**config.mk**
```make
export PLATFORM = sky130hd
export DESIGN_NAME = fault_time_injector
export DESIGN_NICKNAME = d
export VERILOG_FILES = /design/src/rtl/fti_pkg.sv /design/src/rtl/fti_cfg.sv /design/src/rtl/fti_timer.sv /design/src/rtl/fti_lane.sv /design/src/rtl/fault_time_injector.sv
export SDC_FILE = /design/constraint.sdc
export NUM_CORES = 1
export LEC_CHECK = 0
export CORE_AREA = 2 2 209 211
export DETAILED_ROUTE_END_ITERATION = 16
export DIE_AREA = 0 0 211 213
export GPL_ROUTABILITY_DRIVEN = 0
export PLACE_DENSITY = 0.7
export SETUP_SLACK_MARGIN = 0.3
export SKIP_LAST_GASP = 1
export SLEW_MARGIN = 5
export SYNTH_ARGS = -nofsm -noshare
export SYNTH_HDL_FRONTEND = slang
export SYNTH_SLANG_ARGS = --single-unit
```
**constraint.sdc**
```tcl
create_clock -name clk -period 11.6 [get_ports clk]
set_input_delay 2.32 -clock clk [delete_from_list [all_inputs] [get_ports clk]]
set_output_delay 2.32 -clock clk [all_outputs]
set_load 0.01 [all_outputs]
```
**src/rtl/fti_pkg.sv**
```systemverilog
package fti_pkg;

   typedef enum logic [1:0] {
      FK_NONE = 2'b00,
      FK_FLIP = 2'b01,
      FK_ZERO = 2'b10,
      FK_ONE  = 2'b11
   } fault_kind_e;

   localparam int unsigned KIND_BITS = 2;

   function automatic logic fault_bit(input logic d, input fault_kind_e k);
      logic r;
      case (k)
         FK_FLIP: r = ~d;
         FK_ZERO: r = 1'b0;
         FK_ONE:  r = 1'b1;
         default: r = d;
      endcase
      return r;
   endfunction

endpackage

```
**src/rtl/fti_cfg.sv**
```systemverilog
module fti_cfg #(
   parameter int unsigned STATE_W = 128,
   parameter int unsigned CNT_W   = 16,
   parameter int unsigned LEN_W   = 8,
   localparam int unsigned KIND_W = STATE_W * fti_pkg::KIND_BITS
) (
   input  logic               clk,
   input  logic               rst_n,
   input  logic               arm_i,
   input  logic [KIND_W-1:0]  kind_i,
   input  logic [CNT_W-1:0]   time_i,
   input  logic [LEN_W-1:0]   len_i,
   output logic [KIND_W-1:0]  kind_q,
   output logic [CNT_W-1:0]   time_q,
   output logic [CNT_W:0]     last_q
);
   localparam int unsigned CW1 = CNT_W + 1;

   logic [LEN_W-1:0] len_eff;
   logic [CNT_W:0]   last_d;

   // A zero length is taken as one cycle.
   assign len_eff = (len_i == '0) ? LEN_W'(1) : len_i;
   // The final window count is precomputed, so the timer only tests equality.
   assign last_d  = {1'b0, time_i} + CW1'(len_eff) - CW1'(1);

   always_ff @(posedge clk) begin
      if (!rst_n) begin
         kind_q <= '0;
         time_q <= '0;
         last_q <= '0;
      end else if (arm_i) begin
         kind_q <= kind_i;
         time_q <= time_i;
         last_q <= last_d;
      end
   end
endmodule

```
**src/rtl/fti_timer.sv**
```systemverilog
module fti_timer #(
   parameter int unsigned CNT_W = 16
) (
   input  logic           clk,
   input  logic           rst_n,
   input  logic           arm_i,
   input  logic           sync_i,
   input  logic [CNT_W-1:0] time_q,
   input  logic [CNT_W:0] last_q,
   output logic           armed_o,
   output logic           done_o,
   output logic           inj_o
);
   logic [CNT_W:0] cnt_q, cnt_n;
   logic           run_q, run_n;
   logic           armed_q, armed_n;
   logic           done_q, done_n;
   logic           inj_q, inj_n;

   always_comb begin
      armed_n = armed_q;
      done_n  = done_q;
      run_n   = run_q;
      cnt_n   = cnt_q;
      if (arm_i) begin
         armed_n = 1'b1;
         done_n  = 1'b0;
         run_n   = 1'b0;
         cnt_n   = '0;
      end else if (armed_q) begin
         if (sync_i) begin
            run_n = 1'b1;
            cnt_n = '0;
         end else if (inj_q && (cnt_q == last_q)) begin
            armed_n = 1'b0;
            done_n  = 1'b1;
            run_n   = 1'b0;
         end else if (run_q && (cnt_q != '1)) begin
            cnt_n = cnt_q + 1'b1;
         end
      end
      // The enable is registered from the next count, so the state path
      // sees only a flop output as its select.
      inj_n = armed_n && run_n &&
              (cnt_n >= {1'b0, time_q}) && (cnt_n <= last_q);
   end

   always_ff @(posedge clk) begin
      if (!rst_n) begin
         cnt_q   <= '0;
         run_q   <= 1'b0;
         armed_q <= 1'b0;
         done_q  <= 1'b0;
         inj_q   <= 1'b0;
      end else begin
         cnt_q   <= cnt_n;
         run_q   <= run_n;
         armed_q <= armed_n;
         done_q  <= done_n;
         inj_q   <= inj_n;
      end
   end

   assign armed_o = armed_q;
   assign done_o  = done_q;
   assign inj_o   = inj_q;
endmodule

```
**src/rtl/fti_lane.sv**
```systemverilog
module fti_lane #(
   parameter int unsigned STATE_W = 128,
   localparam int unsigned KIND_W = STATE_W * fti_pkg::KIND_BITS
) (
   input  logic               inj_i,
   input  logic [KIND_W-1:0]  kind_i,
   input  logic [STATE_W-1:0] state_i,
   output logic [STATE_W-1:0] state_o
);
   import fti_pkg::*;

   for (genvar b = 0; b < STATE_W; b++) begin : g_bit
      fault_kind_e code;
      assign code = fault_kind_e'(kind_i[KIND_BITS*b +: KIND_BITS]);
      assign state_o[b] = inj_i ? fault_bit(state_i[b], code) : state_i[b];
   end
endmodule

```
**src/rtl/fault_time_injector.sv**
```systemverilog
module fault_time_injector #(
   parameter int unsigned STATE_W = 128,
   parameter int unsigned CNT_W   = 16,
   parameter int unsigned LEN_W   = 8,
   localparam int unsigned KIND_W = STATE_W * fti_pkg::KIND_BITS
) (
   input  logic               clk,
   input  logic               rst_n,
   input  logic               arm_i,
   input  logic [KIND_W-1:0]  cfg_kind_i,
   input  logic [CNT_W-1:0]   cfg_time_i,
   input  logic [LEN_W-1:0]   cfg_len_i,
   input  logic               sync_i,
   input  logic [STATE_W-1:0] state_i,
   output logic [STATE_W-1:0] state_o,
   output logic               armed_o,
   output logic               done_o
);
   if (STATE_W < 1) begin : g_bad_state
      $error("STATE_W must be at least 1");
   end
   if (LEN_W < 1 || LEN_W > CNT_W) begin : g_bad_len
      $error("LEN_W must be in 1..CNT_W so that the window end fits the counter");
   end

   logic [KIND_W-1:0] kind_q;
   logic [CNT_W-1:0]  time_q;
   logic [CNT_W:0]    last_q;
   logic              inj_w;

   fti_cfg #(.STATE_W(STATE_W), .CNT_W(CNT_W), .LEN_W(LEN_W)) u_cfg (
      .clk    (clk),
      .rst_n  (rst_n),
      .arm_i  (arm_i),
      .kind_i (cfg_kind_i),
      .time_i (cfg_time_i),
      .len_i  (cfg_len_i),
      .kind_q (kind_q),
      .time_q (time_q),
      .last_q (last_q)
   );

   fti_timer #(.CNT_W(CNT_W)) u_timer (
      .clk     (clk),
      .rst_n   (rst_n),
      .arm_i   (arm_i),
      .sync_i  (sync_i),
      .time_q  (time_q),
      .last_q  (last_q),
      .armed_o (armed_o),
      .done_o  (done_o),
      .inj_o   (inj_w)
   );

   fti_lane #(.STATE_W(STATE_W)) u_lane (
      .inj_i   (inj_w),
      .kind_i  (kind_q),
      .state_i (state_i),
      .state_o (state_o)
   );
endmodule

```
==> results.ini <==
[synthesis]
yosys-top-cells-count=dfxtp_1 (310), mux2i_1 (279), nor2b_1 (279), o21ai_0 (151), nand2b_1 (135)
yosys-top-cells-area=dfxtp_1 (37%), mux2i_1 (16%), nor2b_1 (10%), a32o_1 (7.6%), nand2b_1 (5.0%)
syn_inst=1801
synth-adder-area-share=0.0440
synth.cell_area_um2=16900
syn_area_per_cell_um2=9.41
yosys_register_bits=310
synth_top_area_share=0.366
synth_top_family_by_area=simple AND/OR/NAND/NOR gates
yosysMostFrequentCell=dfxtp_1
ys_warn_count=0
syn_nets=2272
synth_cell_type_count=59
synth.largest_area_cell=dfxtp_1
synth_ff_type=dfxtp_1
async_reset_ff_frac=0
synth-simple-area-share=0.191
synth-compound-area-share=0.169
yosysSeqAreaShare=0.366
synth-edff-count=0
synth_xor_area_frac=0.0185
synthMuxAreaShare=0.165

[critical_path]
cp.arrival_ps=3690
crit_path_start_kind=input pin
r2r_end=u_timer.inj_o$_SDFF_PN0_
worst_r2r_path_depth=17
cp-end-kind=output pin
r2r_slack_ps=6540
worstPathMaxFanout=2
crit_required_ps=9280
setup.worst_path.class=in -> out
crit-reg2reg-launch=u_timer.cnt_q[4]$_SDFF_PN0_

[sta]
rsz0062_at_grt=false
worst_pin_slew_ps=1170
slew_headroom=0.219
skew_ps=8.85
hold_viol_final=0
finalCriticalPeriod_ps=6010
setup_viol=0
drv_slew=0
max_freq_ghz=0.166
fin_setup_tns_ps=0
finalCritPeriodShare=0.518

[routing]
drtPass1Iterations=7
wl_met2_um=26400
ant_nets=0
met1_length_um=21900
vias=15100
initialDrtViolationCount=683
vias_per_cell=5.26
drt-total-wl_um=55100
wl_per_cell_um=19.2
drc=0
routed.top_layer=met5
met3WireLength_um=4740

[global_route]
grt_pass1_wl_um=81700
grt_pass1_vias=15000
grt_use_total=0.232
grt_max_degree=118
overflow=0
antenna_found_initial=18

[power]
power_frac_clock=0.419
vdd_ir_drop_max_v=0.0000923
p_sw_frac=0.250
power.internal_mw=2.20
power.leakage_nw=9.65
power.density_nw_per_um2=123
p_comb_frac=0.180
seq_power_share=0.400
switchingPower_uw=734

[cts]
holdBufCountCts=0
clock-sinks=310
cts-buffers-inserted=39
cts_root_buf=clkbuf_16
cts_resized=0
cts_max_level=2
clkTransAtPathRegs_ps=60
clock_latency_ps=540
cts_buffer_depth=3
cts_setup_buffers=0
cts_tree=yes

[worst_hold_path]
whs_path_depth=1
hold_class=reg -> reg
hold_path_end=u_timer.done_o$_SDFFE_PP0P_
worstHoldStart=u_timer.done_o$_SDFFE_PP0P_

[cells_and_area]
area_delta_synth_final_pct=41.5
num-nets-final=2757
fillCellCount=3845
final_util=0.561
layout-drive-gt1-share=0.0389

[floorplan]
design.core.area_um2=42700
initial_utilization=0.397
die-width_um=211
die-area_um2=44900
io_pins=542
dieHeight_um=213
num_rows=76

[placement]
io_buffers=541
dpl.hpwl_um=41100

[status]
status=completed

[job]
drv_cap=0

## kinds of logic after synthesis
| family | after synthesis |
|---|---|
| buffers and inverters | 189 |
| xor gates and xnor gates | 35 |
| muxes | 279 |
| AOI/OAI and AO/OA | 381 |
| adders and majority gates | 59 |
| and+or+nand+nor | 548 |
| DFF | 310 |
## metrics by stage
stage | instance area [um^2] | std cells | hold slack [ps] | power [mW] | worst slack [ps]
finish | 24000 | 2872 | 464 | 2.94 | 5590
global route | 24000 | 2872 | 509 | 3.07 | 5510
CTS | 23900 | 2859 | 470 | 2.98 | 5560
detailed placement | 22600 | 2791 | 457 | 1.73 | 5520
global placement | 22600 | 2791 | 453 | 1.71 | 5560
floorplan | 16900 | 1801 | 463 | 1.46 | 6640
## how the worst max path moves through the flow
stage / startpoint / endpoint
after floorplan: state_i[0] / state_o[0]
after global placement: state_i[19] / state_o[19]
after detailed placement: arm_i / u_cfg.kind_q[119]$_SDFFE_PN0P_
after CTS: state_i[19] / state_o[19]
after global routing: state_i[19] / state_o[19]
final: state_i[19] / state_o[19]
## state kept, by name (all words and copies together), names as in the netlist
signal and count:
u_cfg.kind_q 256, u_cfg.last_q 17, u_timer.cnt_q 17, u_cfg.time_q 16, u_timer.armed_o 1, u_timer.done_o 1, u_timer.inj_o 1, u_timer.run_q 1
## power groups by stage
stage / clock network [mW] / registers [mW] / logic (mW)
final: 1.23 / 1.18 / 0.530
after global routing: 1.31 / 1.18 / 0.575
after CTS: 1.27 / 1.18 / 0.531
after detailed placement: 0 / 1.20 / 0.528
after global placement: 0 / 1.20 / 0.516
after floorplan: 0 / 1.18 / 0.278
## placed cells by master (no fill, tap or decap), types with 13 or more instances in the layout
| cell | netlist | layout |
|---|---|---|
| a21oi_1 | 31 | 31 |
| a32o_1 | 128 | 128 |
| clkbuf_16 | 0 | 41 |
| clkdlybuf4s50_1 | 0 | 539 |
| dfxtp_1 | 310 | 309 |
| diode_2 | 0 | 13 |
| ha_1 | 58 | 58 |
| inv_1 | 83 | 83 |
| mux2i_1 | 279 | 279 |
| nand2_1 | 31 | 31 |
| nand2b_1 | 135 | 135 |
| nand3_1 | 15 | 15 |
| nor2_1 | 44 | 44 |
| nor2b_1 | 279 | 279 |
| o21ai_0 | 151 | 151 |
| xnor2_1 | 26 | 26 |
## final cells by class
class	count	area, um^2	share of cell area
clock inverters	9	120	0.00501
diodes	13	32.5	0.00136
flip-flops and latches	310	6210	0.259
inverters	83	312	0.0130
well taps	546	683	0.0285
repair buffers	550	5490	0.229
clock buffers	59	1170	0.0490
multi-input cells	1302	9950	0.415
## metal layers
metal | up-vias | track usage
li1 | 7401 | -
met1 | 7083 | 0.257
met2 | 505 | 0.401
met3 | 107 | 0.0782
met4 | 10 | 0.110
met5 | - | 0
## worst max-delay path, cell delays in order
cell	delay, ps
clkdlybuf4s50_1	480
nand2b_1	60
a32o_1	270
clkdlybuf4s50_1	550
No activity file was read; power rests on OpenSTA's default activity.
